--- config.mk ---
export PLATFORM = sky130hd
export DESIGN_NAME = uart_addr_rx
export DESIGN_NICKNAME = d
export VERILOG_FILES = /design/src/rtl/uart_rx_pkg.sv /design/src/rtl/rx_sampler.sv /design/src/rtl/rx_type_decode.sv /design/src/rtl/rx_hold_buf.sv /design/src/rtl/uart_addr_rx.sv
export SDC_FILE = /design/constraint.sdc
export NUM_CORES = 1
export LEC_CHECK = 0
export ABC_CLOCK_PERIOD_IN_PS = 3600
export BUFFER_PORTS_ARGS = -buffer_cell sky130_fd_sc_hd__buf_2
export CAP_MARGIN = 20
export CORE_MARGIN = 1
export CORE_UTILIZATION = 55
export CTS_CLUSTER_DIAMETER = 120
export CTS_CLUSTER_SIZE = 10
export DETAILED_ROUTE_END_ITERATION = 10
export GPL_ROUTABILITY_DRIVEN = 0
export HOLD_SLACK_MARGIN = 0.03
export PLACE_DENSITY = 0.8
export RECOVER_POWER = 100
export SYNTH_ARGS = -nofsm -noshare
export SYNTH_HDL_FRONTEND = slang
export SYNTH_SLANG_ARGS = --single-unit
export TNS_END_PERCENT = 100
--- constraint.sdc ---
create_clock -name clk_i -period 3.6 [get_ports clk_i]
set_input_delay 0.54 -clock clk_i [delete_from_list [all_inputs] [get_ports clk_i]]
set_output_delay 0.54 -clock clk_i [all_outputs]
set_load 0.005 [all_outputs]
--- src/rtl/uart_rx_pkg.sv ---
package uart_rx_pkg;
  typedef enum logic [1:0] {
    ST_IDLE  = 2'd0,
    ST_START = 2'd1,
    ST_DATA  = 2'd2,
    ST_STOP  = 2'd3
  } rx_state_e;

  localparam int unsigned MIN_BITS = 5;
endpackage

--- src/rtl/rx_sampler.sv ---
module rx_sampler
  import uart_rx_pkg::*;
#(
  parameter int unsigned OVS      = 16,
  parameter int unsigned MAX_BITS = 9,
  parameter int unsigned LEN_W    = 4
) (
  input  logic                clk_i,
  input  logic                rst_ni,
  input  logic                rxd_i,
  input  logic                tick_i,
  input  logic [LEN_W-1:0]    len_i,
  input  logic                filt_i,
  output logic                done_o,
  output logic [MAX_BITS-1:0] word_o,
  output logic                stop_o,
  output logic                filt_o
);
  localparam int unsigned CNT_W = $clog2(OVS);
  localparam int unsigned IDX_W = $clog2(MAX_BITS);
  localparam logic [CNT_W-1:0] MID_CNT  = CNT_W'(OVS/2 - 1);
  localparam logic [CNT_W-1:0] FULL_CNT = CNT_W'(OVS - 1);

  rx_state_e          state_q;
  logic [1:0]         sync_q;
  logic               rx_s, prev_q;
  logic [CNT_W-1:0]   cnt_q;
  logic [IDX_W-1:0]   idx_q, last_idx;
  logic [LEN_W-1:0]   len_eff;

  assign rx_s = sync_q[1];

  // clamp length into the supported range
  always_comb begin
    if (len_i < LEN_W'(MIN_BITS))      len_eff = LEN_W'(MIN_BITS);
    else if (len_i > LEN_W'(MAX_BITS)) len_eff = LEN_W'(MAX_BITS);
    else                               len_eff = len_i;
    last_idx = IDX_W'(len_eff - LEN_W'(1));
  end

  always_ff @(posedge clk_i or negedge rst_ni) begin
    if (!rst_ni) begin
      sync_q  <= 2'b11;
      prev_q  <= 1'b1;
      state_q <= ST_IDLE;
      cnt_q   <= '0;
      idx_q   <= '0;
      word_o  <= '0;
      stop_o  <= 1'b1;
      filt_o  <= 1'b0;
      done_o  <= 1'b0;
    end else begin
      sync_q <= {sync_q[0], rxd_i};
      done_o <= 1'b0;
      if (tick_i) begin
        prev_q <= rx_s;
        unique case (state_q)
          ST_IDLE: begin
            if (prev_q && !rx_s) begin
              state_q <= ST_START;
              cnt_q   <= '0;
            end
          end
          ST_START: begin
            if (cnt_q == MID_CNT) begin
              cnt_q <= '0;
              if (!rx_s) begin
                state_q <= ST_DATA;
                idx_q   <= '0;
                word_o  <= '0;
                filt_o  <= filt_i;
              end else begin
                state_q <= ST_IDLE;
              end
            end else begin
              cnt_q <= cnt_q + 1'b1;
            end
          end
          ST_DATA: begin
            if (cnt_q == FULL_CNT) begin
              cnt_q         <= '0;
              word_o[idx_q] <= rx_s;
              if (idx_q >= last_idx) state_q <= ST_STOP;
              else                   idx_q   <= idx_q + 1'b1;
            end else begin
              cnt_q <= cnt_q + 1'b1;
            end
          end
          ST_STOP: begin
            if (cnt_q == FULL_CNT) begin
              cnt_q   <= '0;
              stop_o  <= rx_s;
              done_o  <= 1'b1;
              state_q <= ST_IDLE;
            end else begin
              cnt_q <= cnt_q + 1'b1;
            end
          end
          default: state_q <= ST_IDLE;
        endcase
      end
    end
  end

  assert_done_single_R3: assert property (@(posedge clk_i) disable iff (!rst_ni)
    done_o |=> !done_o);

  assert_glitch_abort_R2: assert property (@(posedge clk_i) disable iff (!rst_ni)
    (state_q == ST_START && tick_i && cnt_q == MID_CNT && rx_s) |=> state_q == ST_IDLE);

  assert_filt_frozen_R9: assert property (@(posedge clk_i) disable iff (!rst_ni)
    (state_q == ST_DATA || state_q == ST_STOP) |=> $stable(filt_o));
endmodule

--- src/rtl/rx_type_decode.sv ---
module rx_type_decode #(
  parameter int unsigned MAX_BITS = 9,
  parameter int unsigned LEN_W    = 4
) (
  input  logic [MAX_BITS-1:0] word_i,
  input  logic                stop_i,
  input  logic [LEN_W-1:0]    len_i,
  output logic                type_o,
  output logic                ferr_o
);
  logic wide_mode;

  assign wide_mode = (len_i >= LEN_W'(MAX_BITS));
  // long frames carry the type in the top data bit, short ones in the stop slot
  assign type_o    = wide_mode ? word_i[MAX_BITS-1] : stop_i;
  assign ferr_o    = !stop_i;
endmodule

--- src/rtl/rx_hold_buf.sv ---
module rx_hold_buf #(
  parameter int unsigned MAX_BITS = 9
) (
  input  logic                clk_i,
  input  logic                rst_ni,
  input  logic                done_i,
  input  logic [MAX_BITS-1:0] word_i,
  input  logic                type_i,
  input  logic                ferr_i,
  input  logic                filt_i,
  input  logic                rd_i,
  output logic [MAX_BITS-1:0] data_o,
  output logic                type_o,
  output logic                valid_o,
  output logic                ferr_o,
  output logic                ovr_o
);
  logic accept;

  assign accept = done_i && (!filt_i || type_i);

  always_ff @(posedge clk_i or negedge rst_ni) begin
    if (!rst_ni) begin
      data_o  <= '0;
      type_o  <= 1'b0;
      valid_o <= 1'b0;
      ferr_o  <= 1'b0;
      ovr_o   <= 1'b0;
    end else if (accept) begin
      data_o  <= word_i;
      type_o  <= type_i;
      ferr_o  <= ferr_i;
      valid_o <= 1'b1;
      ovr_o   <= (valid_o && !rd_i) || (ovr_o && !rd_i);
    end else if (rd_i) begin
      valid_o <= 1'b0;
      ovr_o   <= 1'b0;
    end
  end

  assert_drop_data_R7: assert property (@(posedge clk_i) disable iff (!rst_ni)
    (done_i && filt_i && !type_i && !rd_i) |=> ($stable(valid_o) && $stable(data_o) && $stable(type_o)));

  assert_addr_pass_R8: assert property (@(posedge clk_i) disable iff (!rst_ni)
    (done_i && type_i) |=> (valid_o && type_o));

  assert_overrun_cause_R11: assert property (@(posedge clk_i) disable iff (!rst_ni)
    $rose(ovr_o) |-> $past(valid_o));

  assert_valid_hold_R10: assert property (@(posedge clk_i) disable iff (!rst_ni)
    (valid_o && !rd_i) |=> valid_o);
endmodule

--- src/rtl/uart_addr_rx.sv ---
module uart_addr_rx #(
  parameter int unsigned OVS      = 16,
  parameter int unsigned MAX_BITS = 9,
  parameter int unsigned LEN_W    = 4
) (
  input  logic                clk_i,
  input  logic                rst_ni,
  input  logic                rxd_i,
  input  logic                tick_i,
  input  logic [LEN_W-1:0]    data_len_i,
  input  logic                filt_en_i,
  input  logic                rd_i,
  output logic [MAX_BITS-1:0] rx_data_o,
  output logic                rx_type_o,
  output logic                rx_valid_o,
  output logic                frame_err_o,
  output logic                overrun_o
);
  logic                done;
  logic [MAX_BITS-1:0] word;
  logic                stop_bit;
  logic                filt_frame;
  logic                ftype;
  logic                ferr;

  rx_sampler #(.OVS(OVS), .MAX_BITS(MAX_BITS), .LEN_W(LEN_W)) u_sampler (
    .clk_i  (clk_i),
    .rst_ni (rst_ni),
    .rxd_i  (rxd_i),
    .tick_i (tick_i),
    .len_i  (data_len_i),
    .filt_i (filt_en_i),
    .done_o (done),
    .word_o (word),
    .stop_o (stop_bit),
    .filt_o (filt_frame)
  );

  rx_type_decode #(.MAX_BITS(MAX_BITS), .LEN_W(LEN_W)) u_decode (
    .word_i (word),
    .stop_i (stop_bit),
    .len_i  (data_len_i),
    .type_o (ftype),
    .ferr_o (ferr)
  );

  rx_hold_buf #(.MAX_BITS(MAX_BITS)) u_hold (
    .clk_i   (clk_i),
    .rst_ni  (rst_ni),
    .done_i  (done),
    .word_i  (word),
    .type_i  (ftype),
    .ferr_i  (ferr),
    .filt_i  (filt_frame),
    .rd_i    (rd_i),
    .data_o  (rx_data_o),
    .type_o  (rx_type_o),
    .valid_o (rx_valid_o),
    .ferr_o  (frame_err_o),
    .ovr_o   (overrun_o)
  );

  assert_ferr_short_type_R5: assert property (@(posedge clk_i) disable iff (!rst_ni)
    (rx_valid_o && frame_err_o && data_len_i < 4'd9) |-> !rx_type_o);
endmodule

==> results of run 1 <==
## kinds of logic (layout without fill, tap and decap cells)
family                     count (synthesis)  count (layout)  share of synthesized area
xor gates and xnor gates                   2               2                    0.00918
and+or+nand+nor                           55              55                      0.138
muxes                                     13              13                     0.0879
AOI/OAI and AO/OA                         49              49                      0.160
adders and majority gates                 10              10                     0.0656
DFF                                       38              38                      0.501
buffers and inverters                     17              40                     0.0387
## registers in the layout, indices dropped and copies added (netlist names), named ones only
signal             cells
u_sampler.prev_q       1
u_sampler.state_q      1
u_sampler.filt_o       1
u_sampler.idx_q        4
u_sampler.cnt_q        4
u_hold.data_o          9
u_hold.type_o          1
u_hold.ovr_o           1
u_sampler.sync_q       2
u_sampler.done_o       1
u_sampler.stop_o       1
u_hold.valid_o         1
u_hold.ferr_o          1
u_sampler.word_o       9
## stage by stage
step	power (uW)	utilization	hold WS [ns]
global placement	687	0.611	0.346
global route	999	0.613	0.256
floorplan	655	-	0.244
CTS	943	0.630	0.268
finish	943	0.613	0.273
detailed placement	710	0.611	0.353
## where the power goes
part | switching (uW) | total [uW] | internal (uW)
clock network | 143 | 237 | 93.9
logic | 124 | 202 | 77.5
registers | 45.6 | 505 | 459
total | 313 | 943 | 631
## final timing paths
check	from	end	slack [ns]	depth (start not counted)
setup / recovery	data_len_i[3]	u_sampler.idx_q[2]$_DFFE_PN0P_	1.22	10
hold / removal	rxd_i	u_sampler.sync_q[0]$_DFF_PN1_	0.27	1
setup reg to reg	u_sampler.idx_q[0]$_DFFE_PN0P_	u_sampler.idx_q[2]$_DFFE_PN0P_	1.75	6
hold reg to reg	u_sampler.sync_q[0]$_DFF_PN1_	u_sampler.sync_q[1]$_DFF_PN1_	0.37	0
max in group asynchronous	rst_ni	u_sampler.idx_q[0]$_DFFE_PN0P_	1.74	1
min in group asynchronous	rst_ni	u_sampler.word_o[0]$_DFFE_PN0P_	0.73	1
## layer usage
layer	global-route usage	routed length, um	vias to the layer above
li1	-	-	698
met1	0.240	1580	715
met2	0.405	1880	51
met3	0.0661	166	11
met4	0.107	93	0
met5	0	0	-
## layout by cell type (no fill, tap or decap), types with 5 or more instances in the layout
cell type | Yosys | layout
dfrtp_1 | 34 | 34
ha_1 | 10 | 10
a21oi_1 | 11 | 11
clkbuf_4 | 0 | 5
mux2_1 | 0 | 6
buf_2 | 2 | 7
o21ai_0 | 24 | 24
inv_1 | 10 | 10
clkbuf_1 | 4 | 15
and3_1 | 5 | 5
mux2_2 | 6 | 6
nor2_1 | 8 | 8
nand2_1 | 25 | 25
nand3_1 | 5 | 5
## area by class of cell
cell class	count	area, sq um	share of cell area
clock buffer	6	51.3	0.0251
sequential	38	956	0.467
timing repair buffer	22	91.3	0.0446
clock inverter	2	12.5	0.00611
tap	46	57.6	0.0281
multi-input combinational	129	841	0.411
inverter	10	37.5	0.0183
## critical path: cells and delay by family
kind,cells,cell delay [ns]
AOI/OAI and AO/OA,4,0.84
adders and majority gates,2,0.46
and+or+nand+nor,2,0.45
xor gates and xnor gates,1,0.20
buffers and inverters,1,0.12
==> run summary, run 1 <==
Status -> finished with violations
Failing checks -> max-capacitance violations, max-slew violations
Design area -> 0.00205 sq mm
Hold WC Path Type -> in2reg
Worst setup EP type -> flop
Slowest-stage cell, CP -> ha_1
Worst-path clk slew -> 0.11 ns
Worst slack, placed -> 0.885 ns
Critical-path cell list -> clkbuf_1, nand3b_1, a21oi_1, ha_1, xor2_1, ha_1, nor3_1, a211o_1, a21oi_1, a211o_1
Req. time, crit path -> 3.84 ns
Overflow after GRT -> 0
H-tree Lvls -> 2
Final Hold Vio Count -> 0
Biggest area consumer among synthesized cells -> dfrtp_1
DRT iter0 DRCs -> 76
Crit path time final -> 2.38 ns
Syn Area/Cell -> 10.4 sq um
Root buf cell -> clkbuf_4
Die footprint -> 0.00371 sq mm
Average wire per standard cell -> 14.7 um
Fin cells -> 253
Fmax -> 420 MHz
Worst Path Class, Setup -> in2reg
Leak pwr -> 0.000987 uW
First-pass GRT wire length -> 5910 um
Worst Path Max Fanout -> 8
Ys async rst share -> 1.00
Post-synth cell types -> 38
DR pass1 iterations -> 4
# nets final -> 226
Hold-fix buffers at CTS -> 0
Fillcell total -> 294
Clk Latency, worst-skew pair -> 0.35 ns
Num CTS Buffers -> 5
Final setup viols -> 0
Dominant cells by area after synthesis -> dfrtp_1 45%, ha_1 6.6%, o21ai_0 6.3%
WL final -> 3720 um
RSZ-0062 raised after global routing -> no
Sink Count -> 38
Critical Path Max Stage Delay -> 0.27 ns
Clock tree buffer depth -> 2
Post-CTS Setup Bufs -> 0
Vias in the first global route -> 1350
Worst vdd ir -> 0.289 mV
Syn Inst Count -> 184
Worst Setup Start Kind -> input pin
Area Overhead vs Synth -> 7.28%
Setup TNS -> 0 ns
I/O Buffers -> 22
Dpl cell area -> 0.00204 sq mm
Row count -> 21
Ports -> 23
Drt via density -> 5.83
Die height -> 60.9 um
Die X -> 60.9 um
Slew Viols, Final -> 39
Top-area cell type share of the netlist area -> 0.446
Antenna violations before repair -> 0
Sequential share of the synthesized area -> 0.501
DRT antenna net count -> 0
Worst Clk Skew -> 0.0126 ns
Post-synth EDFFs -> 0
Final worst slack -> 1.22 ns
Syn_nets -> 204
Least-Margin Pin Slew -> 1.97 ns
Post-synthesis register bit count -> 38
CP Data Arrival Time -> 2.62 ns
Synth Warn # -> 0
CTS tree -> yes
Antenna diodes -> 0
CTS-repair resized insts -> 0
Mapped cell area -> 0.00191 sq mm
Total number of vias -> 1475
Starting density of the core -> 0.572
DRC viols -> 0
Synth top cells by count -> 34 x dfrtp_1, 25 x nand2_1, 24 x o21ai_0
Largest net degree at the start of global routing -> 39
Power Density -> 461 mW/mm^2
Max-cap check violation count -> 1
Total track usage -> 0.225
Synth Flop Type -> dfrtp_1
Proportion of layout cells with a drive suffix above 1 -> 0.121
Top-count cell post-synth -> dfrtp_1
Core footprint -> 0.00334 sq mm
Post-route clock period utilization -> 0.661
Placed cells -> 245
Normalized max-slew margin -> -0.316
HPWL Detailed -> 2680 um
(Power assumes the default switching activity.)
==> run 2, diff against run 1 <==
ABC_AREA = 1   (was default)
ABC_CLOCK_PERIOD_IN_PS = 2300   (was 3600)
clock period = 2.3 ns   (was 3.6 ns; I/O delays follow)
==> run summary, run 2 <==
Status -> finished with violations
Failing checks -> max-capacitance violations, max-slew violations
Pwr Total -> 2030 uW
Die footprint -> 0.00402 sq mm
Post-route clock period utilization -> 0.812
Syn Area/Cell -> 7.85 sq um
Total number of vias -> 1683
HPWL Detailed -> 2740 um
Hold-fix buffers at CTS -> 0
Worst Clk Skew -> 0.00739 ns
WL final -> 3800 um
DRC viols -> 0
Clk Latency, worst-skew pair -> 0.29 ns
Post-synth cell types -> 25
Proportion of layout cells with a drive suffix above 1 -> 0.134
Least-Margin Pin Slew -> 1.93 ns
Antenna diodes -> 0
Worst-path clk slew -> 0.08 ns
Top-area cell type share of the netlist area -> 0.410
Normalized max-slew margin -> -0.285
Biggest area consumer among synthesized cells -> dfrtp_1
Post-CTS Setup Bufs -> 0
Biggest regs -> u_hold.data_o x9, u_sampler.word_o x9
Die X -> 63.4 um
Setup TNS -> 0 ns
Hold WC Path Type -> in2reg
H-tree Lvls -> 2
Mapped cell area -> 0.00207 sq mm
Overflow after GRT -> 0
Area Overhead vs Synth -> 13.8%
Sequential share of the synthesized area -> 0.461
Synth top cells by count -> 91 x nand2_1, 34 x dfrtp_1, 29 x inv_1
Final worst slack -> 0.434 ns
Total track usage -> 0.215
Core footprint -> 0.00347 sq mm
Final setup viols -> 0
Req. time, crit path -> 2.53 ns
Post-synth EDFFs -> 0
DR pass1 iterations -> 4
Most frequent cells in the layout -> 91 x nand2_1, 34 x dfrtp_1, 30 x inv_1
Worst slack, placed -> 0.132 ns
Die height -> 63.4 um
RSZ-0062 raised after global routing -> no
Leak pwr -> 0.00129 uW
Worst Path Class, Setup -> in2reg
CTS-repair resized insts -> 0
Synth Flop Type -> dfrtp_1
Drt via density -> 4.99
Top-count cell post-synth -> nand2_1
Fmax -> 536 MHz
Worst setup EP type -> flop
Commonest non-fill, non-tap cell in the layout -> nand2_1
Row count -> 21
Vias in the first global route -> 1552
Final Hold Vio Count -> 0
DRT antenna net count -> 0
Crit path time final -> 1.87 ns
Worst Setup Start Kind -> input pin
Worst vdd ir -> 0.589 mV
Ys async rst share -> 1.00
Post-synthesis register bit count -> 38
Largest net degree at the start of global routing -> 39
Antenna violations before repair -> 0
Worst Path Max Fanout -> 5
Dominant cells by area after synthesis -> dfrtp_1 41%, nand2_1 16%, nand3_1 6.3%
I/O Buffers -> 22
Syn Inst Count -> 264
DRT iter0 DRCs -> 57
Root buf cell -> clkbuf_8
Average wire per standard cell -> 11.3 um
First-pass GRT wire length -> 6680 um
Clock tree buffer depth -> 2
Power Density -> 860 mW/mm^2
# nets final -> 310
Syn_nets -> 284
Synth Warn # -> 0
Ports -> 23
Max-cap check violation count -> 1
Num CTS Buffers -> 5
Sink Count -> 38
Slew Viols, Final -> 39
WHS -> 0.155 ns
CP Data Arrival Time -> 2.10 ns
Starting density of the core -> 0.598
CTS tree -> yes
-- run 2: cell count changes in the layout (fill, tap and decap cells not counted), moves of 7 or more --
cell / delta
buf_2: +10
nand3_1: +21
inv_1: +20
clkbuf_1: -10
nand2_1: +66
nor2_1: +14
o21ai_0: -7
-- run 2: cell families (layout without fill, tap and decap cells) --
kind of cell / after synthesis / after routing / share of synthesized area
adder cells (fa/ha/maj): 10 / 10 / 0.0604
AND/OR/NAND/NOR: 153 / 153 / 0.330
buffers and inverters: 35 / 62 / 0.0676
XOR/XNOR: 4 / 4 / 0.0169
AO/OA/AOI/OAI: 24 / 24 / 0.0646
flip-flops: 38 / 38 / 0.461
-- run 2: report_power, final --
| part | internal (uW) | leakage [uW] | total, uW | switching (uW) |
|---|---|---|---|---|
| logic | 165 | 0.000714 | 511 | 346 |
| registers | 741 | 0.000509 | 827 | 85.6 |
| clock network | 462 | 0.0000714 | 690 | 228 |
| total | 1370 | 0.00129 | 2030 | 659 |
-- run 2: worst max-delay path: stages --
cell and delay [ns]:
clkbuf_1 0.13, nor2_1 0.12, nand2_1 0.07, a21oi_1 0.17, ha_1 0.19, xor2_1 0.15
ha_1 0.24, nand2_1 0.06, inv_1 0.04, nand2_1 0.07, nand4_1 0.20, nor2_1 0.19
nand2_1 0.07, nand2_1 0.05
-- run 2: layer usage --
| layer | routed length (um) | up-vias | GRT usage |
|---|---|---|---|
| li1 | - | 884 | - |
| met1 | 1730 | 758 | 0.255 |
| met2 | 1830 | 35 | 0.367 |
| met4 | 50 | 0 | 0.0881 |
| met5 | 0 | - | 0 |
| met3 | 190 | 6 | 0.0543 |
-- run 2: cell type report --
class	instances	area [sq um]
fillers	302	1110
multi-input cells	191	975
flip-flops and latches	38	956
inverters	31	116
repair buffers	23	111
clock buffers	6	82.6
clock inverters	2	60.1
well taps	46	57.6
-- run 2: path summary, 6_finish.rpt --
path / start / to / slack (ns) / cells after the start
min in group asynchronous: rst_ni / u_sampler.word_o[6]$_DFFE_PN0P_ / 0.58 / 1
setup / recovery: data_len_i[3] / u_sampler.idx_q[0]$_DFFE_PN0P_ / 0.43 / 14
hold reg to reg: u_sampler.sync_q[0]$_DFF_PN1_ / u_sampler.sync_q[1]$_DFF_PN1_ / 0.36 / 0
max in group asynchronous: rst_ni / u_sampler.cnt_q[3]$_DFFE_PN0P_ / 0.60 / 1
hold / removal: rxd_i / u_sampler.sync_q[0]$_DFF_PN1_ / 0.15 / 1
setup reg to reg: u_sampler.state_q[0]$_DFFE_PN0P_ / u_sampler.idx_q[2]$_DFFE_PN0P_ / 0.46 / 7
-- run 2: through the flow --
stage               cells   util  cell area, sq um
finish                337  0.680              2360
detailed placement    329  0.641              2220
CTS                   337  0.683              2370
floorplan             264      -              2070
global route          337  0.680              2360
global placement      329  0.641              2220
